<file path="src/rtl/adc_align_pkg.sv">
package adc_align_pkg;
  localparam int unsigned DR_W    = 16;
  localparam int unsigned MAX_RES = 12;
  localparam int unsigned SH_W    = $clog2(DR_W + 1);

  typedef enum logic [1:0] {
    RES_12 = 2'd0,
    RES_10 = 2'd1,
    RES_8  = 2'd2,
    RES_6  = 2'd3
  } res_sel_e;
endpackage

</file>
<file path="src/rtl/adc_rst_sync.sv">
module adc_rst_sync #(
  parameter int unsigned STAGES = 2
) (
  input  logic clk,
  input  logic rst_n,
  output logic rst_sync_n
);
  logic [STAGES-1:0] sync_q;
  logic [STAGES-1:0] sync_d;

  always_comb begin
    sync_d = {sync_q[STAGES-2:0], 1'b1};
  end

  always_ff @(posedge clk or negedge rst_n) begin
    if (!rst_n) sync_q <= '0;
    else        sync_q <= sync_d;
  end

  assign rst_sync_n = sync_q[STAGES-1];
endmodule

</file>
<file path="src/rtl/adc_res_decode.sv">
module adc_res_decode
  import adc_align_pkg::*;
#(
  parameter int unsigned RES_W = MAX_RES
) (
  input  logic [1:0]       res_sel,
  output logic [SH_W-1:0]  res_bits,
  output logic [RES_W-1:0] res_mask,
  output logic             is_six
);
  always_comb begin
    unique case (res_sel_e'(res_sel))
      RES_12: res_bits = SH_W'(12);
      RES_10: res_bits = SH_W'(10);
      RES_8:  res_bits = SH_W'(8);
      default: res_bits = SH_W'(6);
    endcase
    is_six = (res_sel_e'(res_sel) == RES_6);
  end

  for (genvar b = 0; b < RES_W; b++) begin : g_mask
    assign res_mask[b] = (SH_W'(b) < res_bits);
  end
endmodule

</file>
<file path="src/rtl/adc_offset_sub.sv">
module adc_offset_sub
  import adc_align_pkg::*;
#(
  parameter int unsigned RES_W = MAX_RES,
  parameter int unsigned OUT_W = DR_W
) (
  input  logic [RES_W-1:0] sample,
  input  logic [RES_W-1:0] offset,
  input  logic [RES_W-1:0] mask,
  input  logic             inj,
  output logic [OUT_W-1:0] value_ext
);
  logic [RES_W-1:0]        raw_m;
  logic [RES_W-1:0]        off_m;
  logic signed [RES_W:0]   diff;
  logic [RES_W:0]          diff_u;
  logic [RES_W:0]          sign_sel;
  logic                    sgn;

  always_comb begin
    raw_m  = sample & mask;
    off_m  = offset & mask;
    diff_u = {1'b0, raw_m} - {1'b0, off_m};
    diff   = $signed(diff_u);
    // sign of the N+1-bit difference: bit N, picked by the mask edge
    sign_sel = {1'b1, ~mask} & {1'b0, mask, 1'b1};
    sgn      = |(diff_u & sign_sel);
    value_ext = OUT_W'(raw_m);
    if (inj) begin
      value_ext = OUT_W'(diff_u & {1'b0, mask});
      for (int b = 0; b < int'(OUT_W); b++) begin
        if (b < RES_W && mask[b]) value_ext[b] = diff_u[b];
        else if (!(b < RES_W && mask[b])) value_ext[b] = sgn;
      end
    end
  end

  logic unused_ok;
  assign unused_ok = ^diff;
endmodule

</file>
<file path="src/rtl/adc_align_place.sv">
module adc_align_place
  import adc_align_pkg::*;
#(
  parameter int unsigned OUT_W = DR_W
) (
  input  logic [OUT_W-1:0] value_ext,
  input  logic [SH_W-1:0]  res_bits,
  input  logic             is_six,
  input  logic             inj,
  input  logic             align_left,
  output logic [OUT_W-1:0] placed
);
  localparam logic [SH_W-1:0] TOP_REG = SH_W'(OUT_W);
  localparam logic [SH_W-1:0] TOP_SIX = SH_W'(8);

  logic [SH_W-1:0] base;
  logic [SH_W-1:0] shamt;

  always_comb begin
    base   = is_six ? TOP_SIX : TOP_REG;
    if (inj) base = base - SH_W'(1);
    shamt  = align_left ? (base - res_bits) : '0;
    placed = value_ext << shamt;
  end
endmodule

</file>
<file path="src/rtl/adc_align_fmt.sv">
module adc_align_fmt
  import adc_align_pkg::*;
#(
  parameter int unsigned RES_W = MAX_RES,
  parameter int unsigned OUT_W = DR_W
) (
  input  logic             clk,
  input  logic             rst_n,
  input  logic             smp_valid_i,
  input  logic [RES_W-1:0] smp_data_i,
  input  logic [1:0]       res_sel_i,
  input  logic             align_left_i,
  input  logic             inj_i,
  input  logic [RES_W-1:0] offset_i,
  output logic [OUT_W-1:0] dr_o,
  output logic             dr_valid_o
);
  logic             rst_sync_n;
  logic [SH_W-1:0]  res_bits;
  logic [RES_W-1:0] res_mask;
  logic             is_six;
  logic [OUT_W-1:0] value_ext;
  logic [OUT_W-1:0] placed;
  logic [OUT_W-1:0] dr_q, dr_d;
  logic             vld_q, vld_d;

  adc_rst_sync #(.STAGES(2)) rst_i (
    .clk(clk), .rst_n(rst_n), .rst_sync_n(rst_sync_n)
  );

  adc_res_decode #(.RES_W(RES_W)) dec_i (
    .res_sel(res_sel_i), .res_bits(res_bits), .res_mask(res_mask), .is_six(is_six)
  );

  adc_offset_sub #(.RES_W(RES_W), .OUT_W(OUT_W)) sub_i (
    .sample(smp_data_i), .offset(offset_i), .mask(res_mask),
    .inj(inj_i), .value_ext(value_ext)
  );

  adc_align_place #(.OUT_W(OUT_W)) plc_i (
    .value_ext(value_ext), .res_bits(res_bits), .is_six(is_six),
    .inj(inj_i), .align_left(align_left_i), .placed(placed)
  );

  always_comb begin
    dr_d  = smp_valid_i ? placed : dr_q;
    vld_d = smp_valid_i;
  end

  always_ff @(posedge clk or negedge rst_sync_n) begin
    if (!rst_sync_n) begin
      dr_q  <= '0;
      vld_q <= 1'b0;
    end else begin
      dr_q  <= dr_d;
      vld_q <= vld_d;
    end
  end

  assign dr_o       = dr_q;
  assign dr_valid_o = vld_q;
endmodule

</file>
<file path="config.mk">
export PLATFORM = sky130hd
export DESIGN_NAME = adc_align_fmt
export DESIGN_NICKNAME = d
export VERILOG_FILES = /design/src/rtl/adc_align_pkg.sv /design/src/rtl/adc_rst_sync.sv /design/src/rtl/adc_res_decode.sv /design/src/rtl/adc_offset_sub.sv /design/src/rtl/adc_align_place.sv /design/src/rtl/adc_align_fmt.sv
export SDC_FILE = /design/constraint.sdc
export NUM_CORES = 1
export LEC_CHECK = 0
export BUFFER_PORTS_ARGS = -buffer_cell sky130_fd_sc_hd__buf_2
export CORE_MARGIN = 2
export CORE_UTILIZATION = 60
export CTS_CLUSTER_SIZE = 25
export DETAILED_ROUTE_END_ITERATION = 12
export PLACE_DENSITY_LB_ADDON = 0.25
export SYNTH_ARGS = -nofsm -noshare
export SYNTH_HDL_FRONTEND = slang
export SYNTH_HIERARCHICAL = 1
export SYNTH_SLANG_ARGS = --single-unit
</file>
<file path="constraint.sdc">
create_clock -name clk -period 1.3 [get_ports clk]
set_input_delay 0.26 -clock clk [delete_from_list [all_inputs] [get_ports clk]]
set_output_delay 0.26 -clock clk [all_outputs]
set_load 0.01 [all_outputs]
</file>
==> results.json, run 1 <==
{
  "status": "stopped before the end",
  "haltStage": "global routing (5_1_grt)",
  "error": "[ERROR DPL-0038] Utilization greater than 100%, impossible to legalize",
  "synth_cell_types": 61,
  "clk_path_buf_depth": 2,
  "place_area_um2": 4240,
  "dp_hpwl_mm": 8.08,
  "ys_async_sr_fraction": 1.00,
  "io_pins": 48,
  "postGrtWorstEndpoint": "dr_o[14]$_DFFE_PN0P_/D",
  "numCtsBuffers": 3,
  "synth-seq-cells": 19,
  "port_buffers": 47,
  "syn_area_um2": 3160,
  "yosys_warnings": 6,
  "synthCells": 409,
  "root_buffer": "clkbuf_8",
  "rows": 26,
  "gp_congestion": 1.03,
  "synth_edf_count": 0,
  "endpoint_type": "register input",
  "grt_max_degree": 18,
  "cts_max_level": 1,
  "synth_flop_cell": "dfrtp_1",
  "cts.sinks": 19,
  "synth_seq_area_share": 0.151,
  "fp.dieW_um": 76.5,
  "initial_core_util": 0.618,
  "die_h_um": 76.5,
  "syn_area_per_cell_um2": 7.72
}
repair_timing:
action,CTS
setup endpoints to repair,16
pin swaps,42
hold buffers,1
hold endpoints to repair,2
setup buffers,7
gates resized for setup,89
logic make-up after synthesis:
logic type / after synthesis / synth area share
buf+inv: 56 / 0.0991
mux: 33 / 0.127
flops: 19 / 0.151
compound gates: 106 / 0.233
simple gates: 159 / 0.261
other cells: 2 / 0.00238
xor+xnor: 10 / 0.0278
fa+ha+maj: 24 / 0.0999
synthesized netlist by cell type (4+ instances only):
library cell / number / area [um2]
a211oi_1: 17 / 128
a21o_1: 4 / 30.0
a21oi_1: 24 / 120
a221oi_1: 5 / 43.8
a311oi_1: 4 / 35.0
a31oi_1: 8 / 50.1
and2_1: 16 / 100
buf_2: 9 / 45.0
buf_4: 12 / 90.1
buf_6: 4 / 45.0
clkbuf_1: 8 / 30.0
dfrtp_1: 19 / 475
ha_1: 22 / 275
inv_1: 21 / 78.8
mux2_2: 8 / 90.1
mux2_4: 12 / 180
mux2i_1: 13 / 130
nand2_1: 46 / 173
nand2b_1: 10 / 62.6
nand3_1: 14 / 70.1
nor2_1: 23 / 86.3
nor2b_1: 9 / 56.3
nor3_1: 15 / 75.1
nor3b_1: 4 / 30.0
o21ai_0: 12 / 60.1
o22ai_1: 8 / 50.1
xnor2_1: 8 / 70.1
per-stage QoR:
stage,worst slack [ns],std cells
after floorplan,-2.85,410
after global placement,-3.33,605
after detailed placement,-3.45,605
after CTS,-2.87,617
==> inputs of run 2 (changes only) <==
--- a/config.mk
+++ b/config.mk
@@ -7,10 +7,9 @@
 export LEC_CHECK = 0
 export BUFFER_PORTS_ARGS = -buffer_cell sky130_fd_sc_hd__buf_2
 export CORE_MARGIN = 2
-export CORE_UTILIZATION = 60
-export CTS_CLUSTER_SIZE = 25
+export CORE_UTILIZATION = 40
 export DETAILED_ROUTE_END_ITERATION = 12
-export PLACE_DENSITY_LB_ADDON = 0.25
+export PLACE_DENSITY_LB_ADDON = 0.15
 export SYNTH_ARGS = -nofsm -noshare
 export SYNTH_HDL_FRONTEND = slang
 export SYNTH_HIERARCHICAL = 1
==> run 2 against run 1 <==
  * Synthesized cell count did not move
  * The flow now finishes, with violations (negative setup slack)
  * Area after synthesis stayed put
==> results.json, run 2 <==
{
  "rsz0062_at_grt": "true",
  "cts_max_level": 1,
  "final_max_slew_viol_count": 0,
  "syn_area_per_cell_um2": 7.72,
  "first_iter_violations": 186,
  "numCtsBuffers": 3,
  "finalClockSkew_ns": 0.00415,
  "final_cell_mix": "buf_4, buf_2, nand2_1",
  "io_pins": 48,
  "drtPass1Iterations": 4,
  "relSlewSlack": 0.603,
  "grt_pass1_vias": 3457,
  "clock_latency_ns": 0.25,
  "finalHoldViolCount": 0,
  "p_total_w": 0.00489,
  "dp_hpwl_mm": 7.77,
  "layout-drive-gt1-share": 0.529,
  "final_common_cell": "buf_4",
  "drt-vias-per-instance": 5.40,
  "clk_path_buf_depth": 2,
  "synth_flop_cell": "dfrtp_1",
  "ys_async_sr_fraction": 1.00,
  "port_buffers": 47,
  "utilization": 0.658,
  "yosysMostFrequentCell": "nand2_1",
  "power.share.switching": 0.413,
  "cp_max_fo": 4,
  "endpoint_kind": "flop",
  "status": "finished with violations",
  "syn_area_um2": 3160,
  "routed_wl_mm": 10.1,
  "antenna_found_initial": 0,
  "syn_to_final_growth_pct": 60.3,
  "instances_no_fill": 658,
  "yosys_warnings": 6,
  "ys_top_cells_by_area": "dfrtp_1, ha_1, mux2_4",
  "grt_pass1_wl_mm": 16.4,
  "synth-seq-cells": 19,
  "die_area_um2": 8620,
  "diodes": 0,
  "powerDensity_nw_per_um2": 966,
  "p_int_w": 0.00287,
  "gp_congestion": 0.909,
  "fmax_mhz": 235,
  "crit_type": "input port to flop",
  "synth_top_area_frac": 0.151,
  "vias": 3555,
  "setup_ws_ns": -2.95,
  "p_switching_w": 0.00202,
  "coreArea_um2": 7690,
  "worstPathRequired_ns": 1.43,
  "clkTransAtPathRegs_ns": 0.07,
  "grt_overflow_total": 0,
  "n_fill_cell": 665,
  "wl_per_cell_um": 15.3,
  "grt_max_degree": 18,
  "initial_core_util": 0.410,
  "clkPwrFrac": 0.079,
  "cts_tree": "yes",
  "tightest_slew_ns": 0.591,
  "die_h_um": 92.8,
  "synthTopCellsByCount": "nand2_1, a21oi_1, nor2_1, ha_1, inv_1",
  "largest_register_ffs": 16,
  "period_share": 3.27,
  "combPwrFrac": 0.750,
  "synth_edf_count": 0,
  "cts.sinks": 19,
  "startpoint_type": "input port",
  "ir_drop_uv": 398,
  "remaining_drc_errors": 0,
  "yosys.area.top_type": "dfrtp_1",
  "seq_power_share": 0.171,
  "final_net_count": 612,
  "rows": 32,
  "synth_seq_area_share": 0.151,
  "synthCells": 409,
  "track_usage": 0.229,
  "cp.arrival_ns": 4.38,
  "root_buffer": "clkbuf_8",
  "finalCriticalPeriod_ns": 4.25,
  "violations": "negative setup slack",
  "setup_viol": 16,
  "p_leak_nw": 2.38,
  "placed_cells_incl_taps": 636,
  "ant_nets": 0,
  "fp.dieW_um": 92.8,
  "hp-class": "flop to async pin",
  "cap_violations": 0,
  "synth_cell_types": 61
}
run 2: cell counts after synthesis:
No cell type changed its count.
run 2: power by group through the flow:
stage / sequential, W / combinational (W) / clock (W)
after floorplan: 0.000929 / 0.00173 / 0
after global placement: 0.000841 / 0.00285 / 0
after detailed placement: 0.000849 / 0.00291 / 0
after CTS: 0.000838 / 0.00337 / 0.000404
after global routing: 0.000861 / 0.00394 / 0.000429
final: 0.000835 / 0.00367 / 0.000388
run 2: layer usage:
metal  up-vias  share of wire  wire (um)  track usage
li1       1776              -          -            -
met4         0         0.0081         82       0.0355
met3         8          0.040        401       0.0179
met2        87           0.49       4980        0.403
met1      1684           0.46       4610        0.312
met5         -              0          0            0
run 2: per-stage QoR:
| step | setup WS (ns) | TNS (ns) | instance area [um2] | hold WS [ns] |
|---|---|---|---|---|
| final | -2.95 | -44.97 | 5060 | 0.192 |
| after global routing | -3.09 | -47.41 | 5060 | 0.223 |
| after CTS | -2.80 | -42.91 | 4800 | 0.205 |
| after detailed placement | -3.36 | -52.09 | 4300 | 0.0473 |
| after global placement | -3.21 | -49.83 | 4300 | 0.0451 |
| after floorplan | -2.85 | -42.41 | 3270 | -0.0356 |
run 2: repair_timing:
item / CTS / global route
buffers inserted: 10 / 8
hold endpoints to repair: 2 / 0
gates cloned: 0 / 0
pin swaps: 31 / 15
setup endpoints to repair: 16 / 16
resized for setup: 75 / 43
hold buffers: 1 / 0
run 2: final timing paths:
kind | startpoint | endpoint | slack [ns] | cells past startpoint
hold / removal | rst_i/sync_q[1] | dr_o[10] | 0.19 | 1
setup reg to reg | dr_o[9] | dr_o[9] | 0.53 | 1
setup / recovery | res_sel_i[0] | dr_o[13] | -2.95 | 22
max in group asynchronous | rst_n | rst_i/sync_q[0] | 0.88 | 2
hold reg to reg | rst_i/sync_q[1] | dr_o[10] | 0.19 | 1
min in group clk | smp_valid_i | dr_valid_o | 0.33 | 2
run 2: logic make-up after synthesis:
logic type	share of synthesized area
multiplexers	0.127
XOR/XNOR	0.0278
other	0.00238
flip-flops	0.151
adder cells (fa/ha/maj)	0.0999
AND/OR/NAND/NOR	0.261
AO/OA/AOI/OAI	0.233
buffers and inverters	0.0991
run 2: cell type report:
cell class              count  area (um2)  share of cell area
repair buffers            176        1340               0.264
multi-input cells         335        2980               0.589
inverters                  22        95.1              0.0188
flip-flops and latches     19         475              0.0940
well taps                 102         128              0.0252
clock buffers               4        45.0             0.00890
run 2: worst max-delay path, stage by stage:
cell and delay, ns:
buf_12 0.11, clkinv_8 0.04, ha_4 0.17, nand2_8 0.08, and2_4 0.15, ha_4 0.16, fa_2 0.35, nand2b_4 0.16
a211oi_4 0.27, nor2_4 0.07, mux2i_1 0.12, a2111o_1 0.40, a311o_1 0.39, buf_6 0.15, o41ai_4 0.28, inv_2 0.09
mux2_2 0.28, o22ai_1 0.16, a211oi_1 0.10, a211oi_2 0.23, a211oi_1 0.08, mux2_4 0.27
(Power assumes the default switching activity.)
==> inputs of run 3 (changes only) <==
--- a/config.mk
+++ b/config.mk
@@ -5,11 +5,13 @@
 export SDC_FILE = /design/constraint.sdc
 export NUM_CORES = 1
 export LEC_CHECK = 0
+export ABC_AREA = 1
 export BUFFER_PORTS_ARGS = -buffer_cell sky130_fd_sc_hd__buf_2
 export CORE_MARGIN = 2
 export CORE_UTILIZATION = 40
 export DETAILED_ROUTE_END_ITERATION = 12
 export PLACE_DENSITY_LB_ADDON = 0.15
+export RECOVER_POWER = 50
 export SYNTH_ARGS = -nofsm -noshare
 export SYNTH_HDL_FRONTEND = slang
 export SYNTH_HIERARCHICAL = 1
==> run 3 against run 2 <==
  * Utilization is 5.1 points lower
  * Largest power group unchanged
  * Combinational power is 15% lower
  * Highest routed layer unchanged
  * The flow still finishes with violations (negative setup slack)
  * Synthesized cell count is 45% higher
  * Sequential share of layout area is 0.084 points higher
  * Total power is 12% lower
  * Global-route usage is 1.5 points lower
  * Hold slack better by 0.097 ns
==> results.json, run 3 <==
{
  "synth_cell_types": 31,
  "startpoint_type": "input port",
  "fp.dieW_um": 96.4,
  "multi_input_area_um2": 3190,
  "wl_per_cell_um": 12.7,
  "port_buffers": 47,
  "crit_top_cell": "nand2_4",
  "finalClockSkew_ns": 0.00270,
  "final_max_slew_viol_count": 0,
  "cp_num_buf_inv": 4,
  "drt-vias-per-instance": 4.95,
  "powerDensity_nw_per_um2": 860,
  "rsz0062_at_grt": "true",
  "final_cell_mix": "nand2_1, nand2_2, buf_4, nand3_2, inv_1",
  "cp_max_fo": 7,
  "antenna_found_initial": 0,
  "die_area_um2": 9290,
  "coreArea_um2": 8260,
  "cpMaxStageDelayCell": "fa_2",
  "ys_top_cells_by_area": "nand2_1, dfrtp_1, nand3_1",
  "grt_pass1_wl_mm": 16.3,
  "endpoint_kind": "flop",
  "instances_no_fill": 795,
  "violations": "negative setup slack",
  "track_usage": 0.214,
  "syn_to_final_growth_pct": 46.9,
  "largest_register_ffs": 16,
  "utilization": 0.607,
  "place_area_um2": 4150,
  "synthCells": 592,
  "numCtsBuffers": 3,
  "final_common_cell": "nand2_1",
  "synth_top_area_frac": 0.245,
  "io_pins": 48,
  "remaining_drc_errors": 0,
  "seqCellArea_um2": 475,
  "worstPathRequired_ns": 1.45,
  "postLayoutCellArea_um2": 5010,
  "rows": 33,
  "root_buffer": "clkbuf_8",
  "grt_overflow_total": 0,
  "synthTopCellsByCount": "nand2_1, nand3_1, inv_1, nor2_1, nand2_2",
  "diodes": 0,
  "cts.sinks": 19,
  "period_share": 2.32,
  "vias": 3938,
  "layout-drive-gt1-share": 0.501,
  "syn_area_per_cell_um2": 5.77,
  "p_leak_nw": 2.79,
  "clkTransAtPathRegs_ns": 0.07,
  "ant_nets": 0,
  "initial_core_util": 0.413,
  "syn_area_um2": 3410,
  "hp-class": "input port to flop",
  "yosys_warnings": 6,
  "synth-seq-cells": 19,
  "max_stage_delay_ns": 0.38,
  "cp.arrival_ns": 3.17,
  "clk_path_buf_depth": 2,
  "ys_async_sr_fraction": 1.00,
  "first_iter_violations": 218,
  "clock_latency_ns": 0.26,
  "setup_viol": 16,
  "gp_congestion": 0.903,
  "routed_wl_mm": 10.1,
  "final_net_count": 746,
  "yosysMostFrequentCell": "nand2_1",
  "finalHoldViolCount": 0,
  "yosys.area.top_type": "nand2_1",
  "grt_max_degree": 18,
  "grt_pass1_vias": 3752,
  "placed_cells_incl_taps": 780,
  "synth_edf_count": 0,
  "n_fill_cell": 781,
  "status": "finished with violations",
  "synth_seq_area_share": 0.139,
  "cts_tree": "yes",
  "cap_violations": 0,
  "fmax_mhz": 332,
  "die_h_um": 96.4,
  "cts_max_level": 1,
  "whs_ns": 0.289,
  "dp_hpwl_mm": 7.52,
  "synth_flop_cell": "dfrtp_1",
  "setup_ws_ns": -1.72,
  "finalCriticalPeriod_ns": 3.02,
  "drtPass1Iterations": 5,
  "ir_drop_uv": 428,
  "crit_type": "input port to flop",
  "crit_family": "simple AND/OR/NAND/NOR gates"
}
[run 3: final cells by class]
cell class	count	area share
Clock buffer	3	0.00823
Tap cell	105	0.0262
Timing Repair Buffer	120	0.168
Multi-Input combinational cell	463	0.636
Inverter	84	0.0651
Clock inverter	1	0.000998
Sequential cell	19	0.0948
[run 3: power breakdown]
group / switching, W / internal (W)
logic: 0.00184 / 0.00128
clock network: 0.000204 / 0.000213
registers: 0.0000713 / 0.000708
[run 3: cell families (layout without fill, tap and decap cells)]
logic type,Yosys count,in the layout,share of synthesized area
and+or+nand+nor,419,419,0.567
buffers and inverters,111,208,0.169
adders and majority gates,24,24,0.0923
DFF,19,19,0.139
AOI/OAI and AO/OA,15,15,0.0253
xor gates and xnor gates,2,2,0.00513
other,2,3,0.00220
[run 3: per-stage QoR]
step	setup WS, ns	TNS (ns)	total power [W]
finish	-1.72	-26.09	0.00431
global route	-1.87	-28.80	0.00468
CTS	-1.65	-25.26	0.00390
detailed placement	-2.17	-32.78	0.00322
global placement	-2.16	-32.56	0.00319
floorplan	-1.60	-24.10	0.00257
[run 3: path summary, 6_finish.rpt]
path / start / cells past startpoint / to / slack (ns)
worst max-delay path: res_sel_i[0] / 28 / dr_o[15] / -1.72
max in group asynchronous: rst_i/sync_q[1] / 1 / dr_o[1] / 0.70
worst min register to register: rst_i/sync_q[1] / 1 / dr_o[7] / 0.30
min in group asynchronous: rst_i/sync_q[1] / 1 / dr_o[7] / 0.30
worst min-delay path: smp_valid_i / 1 / dr_valid_o / 0.29
worst max register to register: dr_o[15] / 2 / dr_o[15] / 0.63
[run 3: metal layers]
metal  up-vias  global-route usage  wire length [um]
li1       2019                   -                 -
met1      1821               0.310              4760
met2        91               0.363              4820
met3         7              0.0225               411
met4         0             0.00939                68
met5         -                   0                 0
[run 3: repair_timing]
item                                    4_1_cts  5_1_grt
setup buffers                                 7        3
endpoints found under the setup margin       16       16
resized for setup                            85       94
gates cloned                                  0        1
hold endpoints to repair                      2        0
hold buffers                                  1        0
pin swaps                                    43       51
